$ cat src/rtl/qenc_pkg.sv
package qenc_pkg;
  localparam int ADDR_W = 3;
  localparam logic [ADDR_W-1:0] A_CTRL = 3'd0;
  localparam logic [ADDR_W-1:0] A_TOP  = 3'd1;
  localparam logic [ADDR_W-1:0] A_POS  = 3'd2;
  localparam logic [ADDR_W-1:0] A_CAP0 = 3'd3;
  localparam logic [ADDR_W-1:0] A_CAP1 = 3'd4;
  localparam logic [ADDR_W-1:0] A_STAT = 3'd5;
  localparam logic [ADDR_W-1:0] A_PER  = 3'd6;
  localparam int STAT_W = 6;

  typedef struct packed {
    logic cntUp;
    logic cntDn;
    logic markerHit;
    logic markerRst;
    logic illegal;
    logic cap0;
    logic cap1;
  } qencStrobe_t;
endpackage

$ cat src/rtl/qenc_filter.sv
module qenc_filter #(
  parameter int LEN_W = 4
) (
  input  logic             clk,
  input  logic             rstN,
  input  logic             pinIn,
  input  logic [LEN_W-1:0] filtLen,
  output logic             levelOut
);
  logic syncA, syncB, level;
  logic [LEN_W-1:0] runCnt;

  always_ff @(posedge clk or negedge rstN) begin
    if (!rstN) begin
      syncA  <= 1'b0;
      syncB  <= 1'b0;
      level  <= 1'b0;
      runCnt <= '0;
    end else begin
      syncA <= pinIn;
      syncB <= syncA;
      if (syncB == level) begin
        runCnt <= '0;
      end else if (runCnt == filtLen) begin
        level  <= syncB;
        runCnt <= '0;
      end else begin
        runCnt <= runCnt + 1'b1;
      end
    end
  end

  assign levelOut = level;
endmodule

$ cat src/rtl/qenc_ctrl.sv
module qenc_ctrl
  import qenc_pkg::*;
(
  input  logic        clk,
  input  logic        rstN,
  input  logic        fltA,
  input  logic        fltB,
  input  logic        fltZ,
  input  logic        fltR0,
  input  logic        fltR1,
  input  logic        freqDir,
  input  logic        mrkRstEn,
  input  logic        singleMrk,
  input  logic        armed,
  output qencStrobe_t stb
);
  logic prevA, prevB, prevZ, prevR0, prevR1;
  logic chgA, chgB;

  always_ff @(posedge clk or negedge rstN) begin
    if (!rstN) begin
      prevA  <= 1'b0;
      prevB  <= 1'b0;
      prevZ  <= 1'b0;
      prevR0 <= 1'b0;
      prevR1 <= 1'b0;
    end else begin
      prevA  <= fltA;
      prevB  <= fltB;
      prevZ  <= fltZ;
      prevR0 <= fltR0;
      prevR1 <= fltR1;
    end
  end

  assign chgA = fltA ^ prevA;
  assign chgB = fltB ^ prevB;

  always_comb begin
    stb = '0;
    if (freqDir) begin
      stb.cntUp = fltA & ~prevA & fltB;
      stb.cntDn = fltA & ~prevA & ~fltB;
    end else begin
      stb.cntUp   = (chgA ^ chgB) & (fltA ^ prevB);
      stb.cntDn   = (chgA ^ chgB) & ~(fltA ^ prevB);
      stb.illegal = chgA & chgB;
    end
    stb.markerHit = fltZ & ~prevZ;
    stb.markerRst = stb.markerHit & mrkRstEn & (~singleMrk | armed);
    stb.cap0      = fltR0 & ~prevR0;
    stb.cap1      = fltR1 & ~prevR1;
  end
endmodule

$ cat src/rtl/qenc_datapath.sv
module qenc_datapath
  import qenc_pkg::*;
#(
  parameter int CNT_W = 16,
  parameter int LEN_W = 4,
  parameter int TMR_W = 16
) (
  input  logic              clk,
  input  logic              rstN,
  input  qencStrobe_t       stb,
  input  logic              wrEn,
  input  logic [ADDR_W-1:0] addr,
  input  logic [CNT_W-1:0]  wrData,
  output logic [CNT_W-1:0]  rdData,
  output logic              freqDir,
  output logic              mrkRstEn,
  output logic              singleMrk,
  output logic              armed,
  output logic [LEN_W-1:0]  filtLen,
  output logic              irq
);
  localparam int LEN_LSB = 8;

  logic [CNT_W-1:0]  topQ, posQ, cap0Q, cap1Q, markPos;
  logic [STAT_W-1:0] statusQ, statSet, statClr;
  logic [TMR_W-1:0]  periodQ, tmrCnt;
  logic              markValid, tick, cntErr;
  logic              wrCtrl, wrPos, wrStat;

  assign wrCtrl = wrEn && (addr == A_CTRL);
  assign wrPos  = wrEn && (addr == A_POS);
  assign wrStat = wrEn && (addr == A_STAT);

  assign tick   = (periodQ != '0) && (tmrCnt == periodQ);
  assign cntErr = stb.illegal | (stb.markerHit & markValid & (posQ != markPos));

  always_comb begin
    statSet = {tick, cntErr, stb.cap1 & statusQ[1], stb.cap0 & statusQ[0],
               stb.cap1, stb.cap0};
    statClr = wrStat ? wrData[STAT_W-1:0] : '0;
  end

  always_ff @(posedge clk or negedge rstN) begin
    if (!rstN) begin
      freqDir   <= 1'b0;
      mrkRstEn  <= 1'b0;
      singleMrk <= 1'b0;
      armed     <= 1'b0;
      filtLen   <= '0;
      topQ      <= '1;
      posQ      <= '0;
      cap0Q     <= '0;
      cap1Q     <= '0;
      markPos   <= '0;
      markValid <= 1'b0;
      statusQ   <= '0;
      periodQ   <= '0;
      tmrCnt    <= '0;
    end else begin
      if (wrCtrl) begin
        freqDir   <= wrData[0];
        mrkRstEn  <= wrData[1];
        singleMrk <= wrData[2];
        armed     <= wrData[3];
        filtLen   <= wrData[LEN_LSB +: LEN_W];
      end else if (stb.markerRst && singleMrk) begin
        armed <= 1'b0;
      end
      if (wrEn && addr == A_TOP) topQ    <= wrData;
      if (wrEn && addr == A_PER) periodQ <= wrData[TMR_W-1:0];

      if (wrPos)              posQ <= wrData;
      else if (stb.markerRst) posQ <= '0;
      else if (stb.cntUp)     posQ <= (posQ == topQ) ? '0 : posQ + 1'b1;
      else if (stb.cntDn)     posQ <= (posQ == '0) ? topQ : posQ - 1'b1;

      if (stb.cap0) cap0Q <= posQ;
      if (stb.cap1) cap1Q <= posQ;
      if (stb.markerHit) begin
        markPos   <= posQ;
        markValid <= 1'b1;
      end

      statusQ <= (statusQ & ~statClr) | statSet;

      if (periodQ == '0 || tmrCnt >= periodQ) tmrCnt <= '0;
      else                                    tmrCnt <= tmrCnt + 1'b1;
    end
  end

  always_comb begin
    rdData = '0;
    case (addr)
      A_CTRL: begin
        rdData[3:0] = {armed, singleMrk, mrkRstEn, freqDir};
        rdData[LEN_LSB +: LEN_W] = filtLen;
      end
      A_TOP:  rdData = topQ;
      A_POS:  rdData = posQ;
      A_CAP0: rdData = cap0Q;
      A_CAP1: rdData = cap1Q;
      A_STAT: rdData[STAT_W-1:0] = statusQ;
      A_PER:  rdData[TMR_W-1:0] = periodQ;
      default: rdData = '0;
    endcase
  end

  assign irq = |statusQ;
endmodule

$ cat src/rtl/qenc_top.sv
module qenc_top
  import qenc_pkg::*;
#(
  parameter int CNT_W = 16,
  parameter int LEN_W = 4,
  parameter int TMR_W = 16
) (
  input  logic              clk,
  input  logic              rstN,
  input  logic              encA,
  input  logic              encB,
  input  logic              encZ,
  input  logic              regIn0,
  input  logic              regIn1,
  input  logic              wrEn,
  input  logic [ADDR_W-1:0] addr,
  input  logic [CNT_W-1:0]  wrData,
  output logic [CNT_W-1:0]  rdData,
  output logic              irq
);
  localparam int N_PIN   = 5;
  localparam int N_FILT  = 3;

  logic [N_PIN-1:0] pinRaw, pinFlt;
  logic [LEN_W-1:0] filtLen;
  logic             freqDir, mrkRstEn, singleMrk, armed;
  qencStrobe_t      stb;

  assign pinRaw = {regIn1, regIn0, encZ, encB, encA};

  for (genvar i = 0; i < N_PIN; i++) begin : g_pin
    qenc_filter #(.LEN_W(LEN_W)) u_filt (
      .clk      (clk),
      .rstN     (rstN),
      .pinIn    (pinRaw[i]),
      .filtLen  ((i < N_FILT) ? filtLen : '0),
      .levelOut (pinFlt[i])
    );
  end

  qenc_ctrl u_ctrl (
    .clk       (clk),
    .rstN      (rstN),
    .fltA      (pinFlt[0]),
    .fltB      (pinFlt[1]),
    .fltZ      (pinFlt[2]),
    .fltR0     (pinFlt[3]),
    .fltR1     (pinFlt[4]),
    .freqDir   (freqDir),
    .mrkRstEn  (mrkRstEn),
    .singleMrk (singleMrk),
    .armed     (armed),
    .stb       (stb)
  );

  qenc_datapath #(.CNT_W(CNT_W), .LEN_W(LEN_W), .TMR_W(TMR_W)) u_dp (
    .clk       (clk),
    .rstN      (rstN),
    .stb       (stb),
    .wrEn      (wrEn),
    .addr      (addr),
    .wrData    (wrData),
    .rdData    (rdData),
    .freqDir   (freqDir),
    .mrkRstEn  (mrkRstEn),
    .singleMrk (singleMrk),
    .armed     (armed),
    .filtLen   (filtLen),
    .irq       (irq)
  );
endmodule

$ cat config.mk
export PLATFORM = sky130hd
export DESIGN_NAME = qenc_top
export DESIGN_NICKNAME = d
export VERILOG_FILES = /design/src/rtl/qenc_pkg.sv /design/src/rtl/qenc_filter.sv /design/src/rtl/qenc_ctrl.sv /design/src/rtl/qenc_datapath.sv /design/src/rtl/qenc_top.sv
export SDC_FILE = /design/constraint.sdc
export NUM_CORES = 1
export LEC_CHECK = 0
export BUFFER_PORTS_ARGS = -buffer_cell sky130_fd_sc_hd__buf_2
export CAP_MARGIN = 20
export CORE_MARGIN = 2
export CORE_UTILIZATION = 55
export CTS_BUF_LIST = sky130_fd_sc_hd__clkbuf_16
export DETAILED_ROUTE_END_ITERATION = 8
export PLACE_DENSITY = 0.83
export SKIP_CTS_REPAIR_TIMING = 1
export SYNTH_ARGS = -nofsm -noshare
export SYNTH_HDL_FRONTEND = slang
export SYNTH_HIERARCHICAL = 1
export SYNTH_SLANG_ARGS = --single-unit
$ cat constraint.sdc
create_clock -name clk -period 3.3 [get_ports clk]
set_input_delay 0.825 -clock clk [delete_from_list [all_inputs] [get_ports clk]]
set_output_delay 0.825 -clock clk [all_outputs]
set_load 0.05 [all_outputs]
# Word-level counts from Yosys, hierarchy flattened
# Index checks and enable logic that the tools add are counted.
[classes] bitwise=36 n_shift=0 n_eq_ne=17 add_sub_neg=8 n_lt_le_gt_ge=1 reduce_logical=22 n_mux=27 div_mod_pow=0 n_mul=0
[ops] cell="$mux W16" n=7
[ops] cell="$mux W4" n=10
[ops] cell="$add A16 B1 Y16 const B" n=2
[ops] cell="$eq A16 B16 Y1" n=2
[ops] cell="$logic_not A16 Y1" n=2
[ops] cell="$pmux W4 S7" n=1
[ops] cell="$pmux W4 S6" n=1
[ops] cell="$add A4 B1 Y4 const B" n=5
[ops] cell="$pmux W4 S5" n=1
[ops] cell="$ge A16 B16 Y1" n=1
[ops] cell="$ne A16 B16 Y1" n=1
[ops] cell="$reduce_bool A16 Y1" n=1
[ops] cell="$sub A16 B1 Y16 const B" n=1
[ops] cell="$and A1 B1 Y1" n=15
[ops] cell="$eq A4 B4 Y1" n=3
[ops] cell="$not A1 Y1" n=12
[ops] cell="$pmux W2 S6" n=1
[ops] cell="$pmux W2 S5" n=1
[ops] cell="$reduce_and A2 Y1" n=5
[ops] cell="$eq A3 B3 Y1 const B" n=3
[ops] cell="$logic_not A4 Y1" n=2
[ops] cell="$logic_and A1 B1 Y1" n=7
[ops] cell="$and A6 B6 Y6" n=1
[ops] cell="$eq A3 B2 Y1 const B" n=2
[ops] cell="14 further kinds" n=24
[word_totals] ramBits=0 register_bits=167 in_bits=27 memories=0 rom_bits=0 wordCells=150 latchBits=0

# Depth between registers and ports, before layout
# Gate-level depths: netlist of run 1.
[logic_depth] word_depth=8 depth_mapped=12

# Hierarchy
# The synthesis of run 1 kept the hierarchy.
[by_module_without_submodules] module="qenc_datapath" instances=1 area_per_inst_um2=7739.9 cells_per_inst=760
[by_module_without_submodules] module="qenc_filter" instances=5 area_per_inst_um2=312.8 cells_per_inst=24
[by_module_without_submodules] module="qenc_ctrl" instances=1 area_per_inst_um2=247.7 cells_per_inst=22
[by_module_without_submodules] module="qenc_top" instances=1 area_per_inst_um2=3.8 cells_per_inst=1

# Worst setup path before layout of run 1
# Ideal clock, no wire load.
[synth_timing] path_kind="input-to-output" start="input addr[2]" end="output rdData[0]" arrival_time_ns=2.757 setup_slack_ns=-0.282 cell_stages=6 cell_sequence="buf_2 -> buf_1 -> mux2i_1 -> nor2_1 -> a21oi_1 -> o21ai_0"
[synth_between] elab_chain_cells=2
[synth_lines] element="start: declaration" line="qenc_top.sv:16" rtl="input logic [ADDR_W-1:0] addr,"
[synth_lines] element="$eq A3 B3 Y1, or another cell as far along" line="qenc_datapath.sv:93" rtl="case (addr)"
[synth_lines] element="$pmux W4 S7 (*)" line="qenc_datapath.sv:93"
[synth_lines] element="end: declaration" line="qenc_top.sv:18" rtl="output logic [CNT_W-1:0] rdData,"
# Mark *: on every way between the ends. The rest lies on a longest branch, timed or not.

# Worst setup path after layout of run 1
[layout_timing] start="input addr[1]" end="output rdData[13]"
[layout_between] elab_chain_cells=2
[layout_lines] element="$eq A3 B3 Y1, or another cell as far along" line="qenc_datapath.sv:93"
[layout_lines] element="$pmux W4 S5 (*)" line="qenc_datapath.sv:93"
# Marked as above.

==> summary.md, run 1 <==
| Metric | Value |
|---|---|
| Cell taking the most area after synthesis | `dfrtp_1` |
| I/O Buffers | `43` |
| CTS max path bufs | `2` |
| Dpl ws | `0.1892 ns` |
| Crit path launch type | `primary input` |
| Clk_lat worst skew | `about 0.44 ns` |
| Min-Delay Path Class | `in -> async` |
| Drt wl/cell | `20.09 um` |
| Non-Filler Instances | `between 1k and 1.5k` |
| Vias per std cell | `between 6 and 7` |
| EDFF count, synth | `0` |
| FP Rows | `48` |
| Worst Max-Slew Pin Slew | `approximately 0.74 ns` |
| Area Overhead vs Synth | `12.86%` |
| Seq/Total Area, Yosys | `0.4394` |
| Max Cap Viol | `0` |
| Core Area | `17120 sq um` |
| Drt pass-1 iters | `8` |
| RSZ-0062 raised after global routing | `no` |
| Fin util | `0.6300` |
| DR iter-0 viols | `about 830` |
| Critical path peak fanout | `14` |
| Cell Pwr Density | `879.7 nW/um^2` |
| Clk slew on worst S/H paths | `around 0.07 ns` |
| DRC errors left | `0` |
| CP endpoint kind | `primary output` |
| Final worst-path cycle share | `0.9479` |
| Max-slew violations | `0` |
| Flops & latches, synth | `around 170` |
| Fin. Hold Viols | `0` |
| Skew final | `0.008517 ns` |
| Minimum clock period | `3.128 ns` |
| GR Util All Layers | `0.2724` |
| Initial Util | `0.5583` |
| H-tree lvl count | `4` |
| Status | `finished clean` |
| CTS tree | `built` |
| Die ar. | `approximately 18000 sq um` |
| Placed cells | `~1.2k` |
| Area contributors post-synth | `dfrtp_1 (40%), mux2_2 (11%), xor2_1 (5.1%)` |
| Largest net degree at the start of global routing | `53` |
| Root Buffer Master | `clkbuf_16` |
| First-pass GRT wire length | `38.57 mm` |
| Final wirelength | `23.91 mm` |
| Yosys warns | `6` |
| Number of cells on the worst reg-to-reg path | `9` |
| Post-synth top cells | `dfrtp_1 (151), mux2_2 (96), nor2_1 (67)` |
| Gate count after technology mapping | `approximately 900` |
| Worst Setup Path Type | `in -> out` |
| Dominant synthesized flop cell | `dfrtp_1` |
| Syn avg cell area | `approximately 11 sq um` |
| Mapped Area | `around 9600 sq um` |
| Final setup fails | `0` |
| Routability cong. | `a little under 1` |
| Vias | `7358` |
| I/O pin count | `44` |
| ANT nets after route | `0` |
| Antenna violations before repair | `0` |
| Inserted Diodes | `0` |
| Hold WS | `just over 0.3 ns` |
| Die span in y | `135.8 um` |
| Clock sinks | `167` |
| Setup TNS | `0 ns` |
| Top-area cell type share of the netlist area | `0.3954` |
| Worst EP required | `2.47 ns` |
| Filler cell count | `roughly 1.3k` |
| Data arrival time of the worst path | `around 2.3 ns` |
| Max_slew headroom | `0.5043` |
| Async set or reset register ratio after synthesis | `1.000` |
| Die Wd | `between 100 and 150 um` |
| Fmax | `around 320 MHz` |
| Most common cell in the netlist | `dfrtp_1` |
| Final nets | `slightly above 1k` |
| Number of global-route vias before repair | `around 7k` |
| Layout cells sized above 1 | `0.2694` |
| Worst VDD drop | `0.5814 mV` |
| Post-synthesis cell type count | `72` |
| HPWL after detailed placement | `17.19 mm` |
| Leakage | `4.778 nW` |
| GRT overflow | `0` |
| Final worst slack | `~0.17 ns` |
| CTS buffer count | `17` |
==> layer usage <==
| metal | global-route usage | wire length (um) |
|---|---|---|
| met1 | 0.3754 | 10280 |
| met5 | 0 | 0 |
| met3 | 0.05593 | 1767 |
| met4 | 0.09144 | 564 |
| met2 | 0.4321 | 11300 |
==> power by group <==
group	switching, mW	total (mW)	leakage [nW]	internal [mW]
clock	0.847	1.96	0.273	1.11
sequential	0.780	3.49	2.04	2.71
combinational	2.22	4.04	2.47	1.82
total	3.85	9.49	4.78	5.64
==> area by class of cell <==
class	count	area, sq um	area share
multi-input combinational	650	5039	0.4672
sequential	167	4199	0.3894
timing repair buffer	81	556.8	0.05163
clock buffer	17	425.4	0.03945
tap	225	281.5	0.02611
clock inverter	15	151.4	0.01404
inverter	35	131.4	0.01218
==> flip-flops by register name, indices dropped and copies added, names as in the netlist, 4 cells and up <==
name,flops
u_dp/cap1Q,16
g_pin.u_filt/syncB,5
g_pin.u_filt/syncA,5
u_dp/cap0Q,16
g_pin.u_filt/runCnt,20
u_dp/periodQ,16
u_dp/posQ,16
u_dp/statusQ,6
u_dp/markPos,16
u_dp/tmrCnt,16
u_dp/topQ,16
g_pin.u_filt/levelOut,5
u_dp/filtLen,4
==> worst max-delay path: stages <==
cell and delay [ns]:
buf_2 0.24, buf_4 0.29, mux2_2 0.36, a22oi_1 0.21
o22ai_1 0.14, buf_2 0.23
==> stage by stage <==
step	total power, mW	instance area (sq um)
after global placement	7.274	10210
final	9.486	10780
after global routing	10.06	10780
after floorplan	6.283	9612
after detailed placement	7.454	10210
after CTS	9.448	10780
==> layout by cell type (no fill, tap or decap), types with 6 or more instances in the layout <==
cell type / count
a21oi_1: 34
ha_1: 27
nor3_1: 9
dfstp_2: 16
conb_1: 8
nand3_1: 20
nand4_1: 22
a21o_1: 6
o21ai_0: 18
dfrtp_1: 151
nand2b_1: 6
inv_1: 36
nor4_2: 7
buf_2: 42
a22oi_1: 14
xnor2_1: 40
xor2_1: 56
buf_4: 34
mux2i_1: 19
nor4_1: 10
mux2_2: 96
or3_1: 8
nor2b_1: 14
clkbuf_16: 17
nand2_1: 59
nor2_1: 67
==> worst paths after layout <==
| check | from | to | slack, ns |
|---|---|---|---|
| hold / removal | rstN | u_dp/tmrCnt[12] | 0.31 |
| setup reg to reg | g_pin[0].u_filt/levelOut | u_dp/posQ[15] | 0.43 |
| setup / recovery | addr[1] | rdData[13] | 0.17 |
| max in group asynchronous | rstN | u_dp/topQ[14] | 2.21 |
| hold reg to reg | g_pin[0].u_filt/syncA | g_pin[0].u_filt/syncB | 0.35 |
| min in group clk | g_pin[0].u_filt/syncA | g_pin[0].u_filt/syncB | 0.35 |
==> logic make-up after synthesis <==
kind of cell | share of synthesized area
xor gates and xnor gates | 0.08970
and+or+nand+nor | 0.1453
AOI/OAI and AO/OA | 0.1036
muxes | 0.1448
buffers and inverters | 0.04138
adders and majority gates | 0.03535
other | 0.0003924
DFF | 0.4394
(Power assumes the default switching activity.)
==> run 2: changes to the inputs <==
Settings changed: SETUP_SLACK_MARGIN set to 0.4.
==> summary.md, run 2 (synthesized netlist as in run 1, its figures left out) <==
| Metric | Value |
|---|---|
| Met2 wire len | `11.83 mm (+4.7%)` |
| Clock share of power | `0.207 (about the same)` |
| Drt pass-1 iters | `6 (-2)` |
| Max-slew violations | `0 (unchanged)` |
| Sequential fraction of design power | `0.361 (-0.007)` |
| Vias per std cell | `6.256 (+1.2%)` |
| R2r endpoint | `u_dp/posQ[13]` |
| CP endpoint kind | `primary output` |
| DRC errors left | `0 (unchanged)` |
| Leakage | `4.823 nW (+0.96%)` |
| ANT nets after route | `0 (unchanged)` |
| Top reg by flops | `g_pin.u_filt/runCnt` |
| Data arrival time of the worst path | `2.05 ns (-0.25 ns)` |
| Final nets | `1003 (-0.30%)` |
| Most frequent cells in the layout | `dfrtp_1 (149), mux2_2 (96), nor2_1 (64)` |
| Max Cap Viol | `0 (unchanged)` |
| Power, Total | `9.733 mW (+2.6%)` |
| Fin area | `11040 sq um (+2.4%)` |
| Die ar. | `18440 sq um (unchanged)` |
| Most common cell after layout, fill and taps aside | `dfrtp_1` |
| Area of the multi-input gates | `5276 sq um (+4.7%)` |
| I/O pin count | `44 (unchanged)` |
| Antenna violations before repair | `0 (unchanged)` |
| Area Overhead vs Synth | `15.52%` |
| R2R setup slack | `0.62 ns (+0.19 ns)` |
| Die span in y | `135.8 um (unchanged)` |
| Critical path peak fanout | `12 (-2)` |
| FP Rows | `48 (unchanged)` |
| Root Buffer Master | `clkbuf_16` |
| Met3 routed WL | `1.863 mm (+5.4%)` |
| Initial Util | `0.5583 (unchanged)` |
| Number of global-route vias before repair | `7332 (+2.5%)` |
| Inserted Diodes | `0 (unchanged)` |
| Drt wl/cell | `21.00 um (+4.5%)` |
| Clock sinks | `167 (unchanged)` |
| Routability cong. | `0.9392 (-3.6%)` |
| Reg2Reg Launch Point | `g_pin[0].u_filt/levelOut` |
| RSZ-0062 raised after global routing | `yes` |
| GRT overflow | `0 (unchanged)` |
| H-tree lvl count | `4 (unchanged)` |
| I/O Buffers | `43 (unchanged)` |
| HPWL after detailed placement | `17.36 mm (+0.97%)` |
| Number of cells on the worst reg-to-reg path | `11 (+2)` |
| Largest register FFs | `20 (unchanged)` |
| Fmax | `347.8 MHz (+8.8%)` |
| Reg area | `4202 sq um (about the same)` |
| CTS max path bufs | `2 (unchanged)` |
| Worst Setup Path Type | `in -> out` |
| Cell internal pwr | `5.710 mW (+1.3%)` |
| Worst VDD drop | `0.6969 mV (+20%)` |
| Final setup fails | `0 (unchanged)` |
| Filler cell count | `1301 (-2.4%)` |
| CTS buffer count | `17 (unchanged)` |
| Clk slew on worst S/H paths | `0.07 ns (about the same)` |
| Skew final | `0.01099 ns (+0.002469 ns)` |
| Max Used Layer | `met4` |
| CTS tree | `built` |
| Sw Share | `0.4133 (+0.007347)` |
| Layout cells sized above 1 | `0.2973 (+0.02787)` |
| DR iter-0 viols | `837 (+0.60%)` |
| Minimum clock period | `2.875 ns (-0.2525 ns)` |
| Max_slew headroom | `0.2544 (-0.2499)` |
| Sw power | `4.023 mW (+4.5%)` |
| Vias | `7426 (+0.92%)` |
| Status | `finished clean` |
| Final wirelength | `24.92 mm (+4.2%)` |
| First-pass GRT wire length | `39.86 mm (+3.3%)` |
| Worst Max-Slew Pin Slew | `1.113 ns (+0.3724 ns)` |
| Final worst-path cycle share | `0.8714 (-0.07652)` |
| Cell Pwr Density | `881.8 nW/um^2 (+0.24%)` |
| Setup TNS | `0 ns (unchanged)` |
| Crit path launch type | `primary input` |
| Worst EP required | `2.47 ns (about the same)` |
| Critical path origin | `addr[0]` |
| WL met1 | `10.67 mm (+3.8%)` |
| Fin. Hold Viols | `0 (unchanged)` |
| DP Area | `10330 sq um (+1.2%)` |
| Clk_lat worst skew | `0.43 ns (about the same)` |
| GR Util All Layers | `0.2805 (+0.008123)` |
| Comb pwr share | `0.432 (+0.006)` |
| Largest net degree at the start of global routing | `58 (+9.4%)` |
| Die Wd | `135.8 um (unchanged)` |
| Min-Delay Path Class | `in -> async` |
| Core Area | `17120 sq um (unchanged)` |
run 2: cell count changes in the layout (fill, tap and decap cells not counted), sizes merged:
| cell | previous run | this run |
|---|---|---|
| buf | 81 | 77 |
| clkinvlp | 5 | 2 |
| inv | 39 | 41 |
| clkbuf | 17 | 18 |
| clkinv | 4 | 5 |
run 2: power groups by stage:
stage / clock network [mW] / logic [mW] / registers, mW
finish: 2.02 / 4.20 / 3.51
CTS: 2.05 / 4.09 / 3.48
floorplan: 0 / 3.24 / 3.13
detailed placement: 0 / 4.03 / 3.51
global route: 2.12 / 4.57 / 3.59
global placement: 0 / 3.88 / 3.47
run 2: critical path: stages:
cell and delay, ns:
buf_4 0.21, buf_4 0.26, nand2b_2 0.23, o221ai_4 0.28, buf_4 0.24
run 2: final cells by class:
cell class              count  area share
inverters                  35     0.01190
clock buffers              17     0.03854
repair buffers             78     0.05056
multi-input cells         650      0.4780
clock inverters            15     0.01485
flip-flops and latches    167      0.3806
well taps                 225     0.02550
run 2: worst max path at each step:
stage | cells past startpoint | endpoint | slack [ns]
detailed placement | 6 | rdData[6] | 0.18
global route | 5 | rdData[6] | 0.37
global placement | 6 | rdData[6] | 0.19
finish | 5 | rdData[6] | 0.42
floorplan | 6 | rdData[0] | 0.35
CTS | 6 | rdData[6] | 0.13
run 2: metal layers:
layer  GRT usage  vias to the layer above
li1            -                     3305
met1      0.3949                     3727
met2      0.4335                      336
met3     0.05667                       58
met4     0.09954                        0
met5           0                        -
run 2: through the flow:
stage                     instances    util  setup slack, ns  hold WS, ns
after floorplan                 910       -           0.3527       0.3312
after CTS                      1187  0.6381           0.1349       0.3537
after detailed placement       1155  0.6037           0.1774       0.3405
after global placement         1155  0.6037           0.1884       0.3329
final                          1187  0.6449           0.4245       0.3381
after global routing           1187  0.6449           0.3709       0.3507
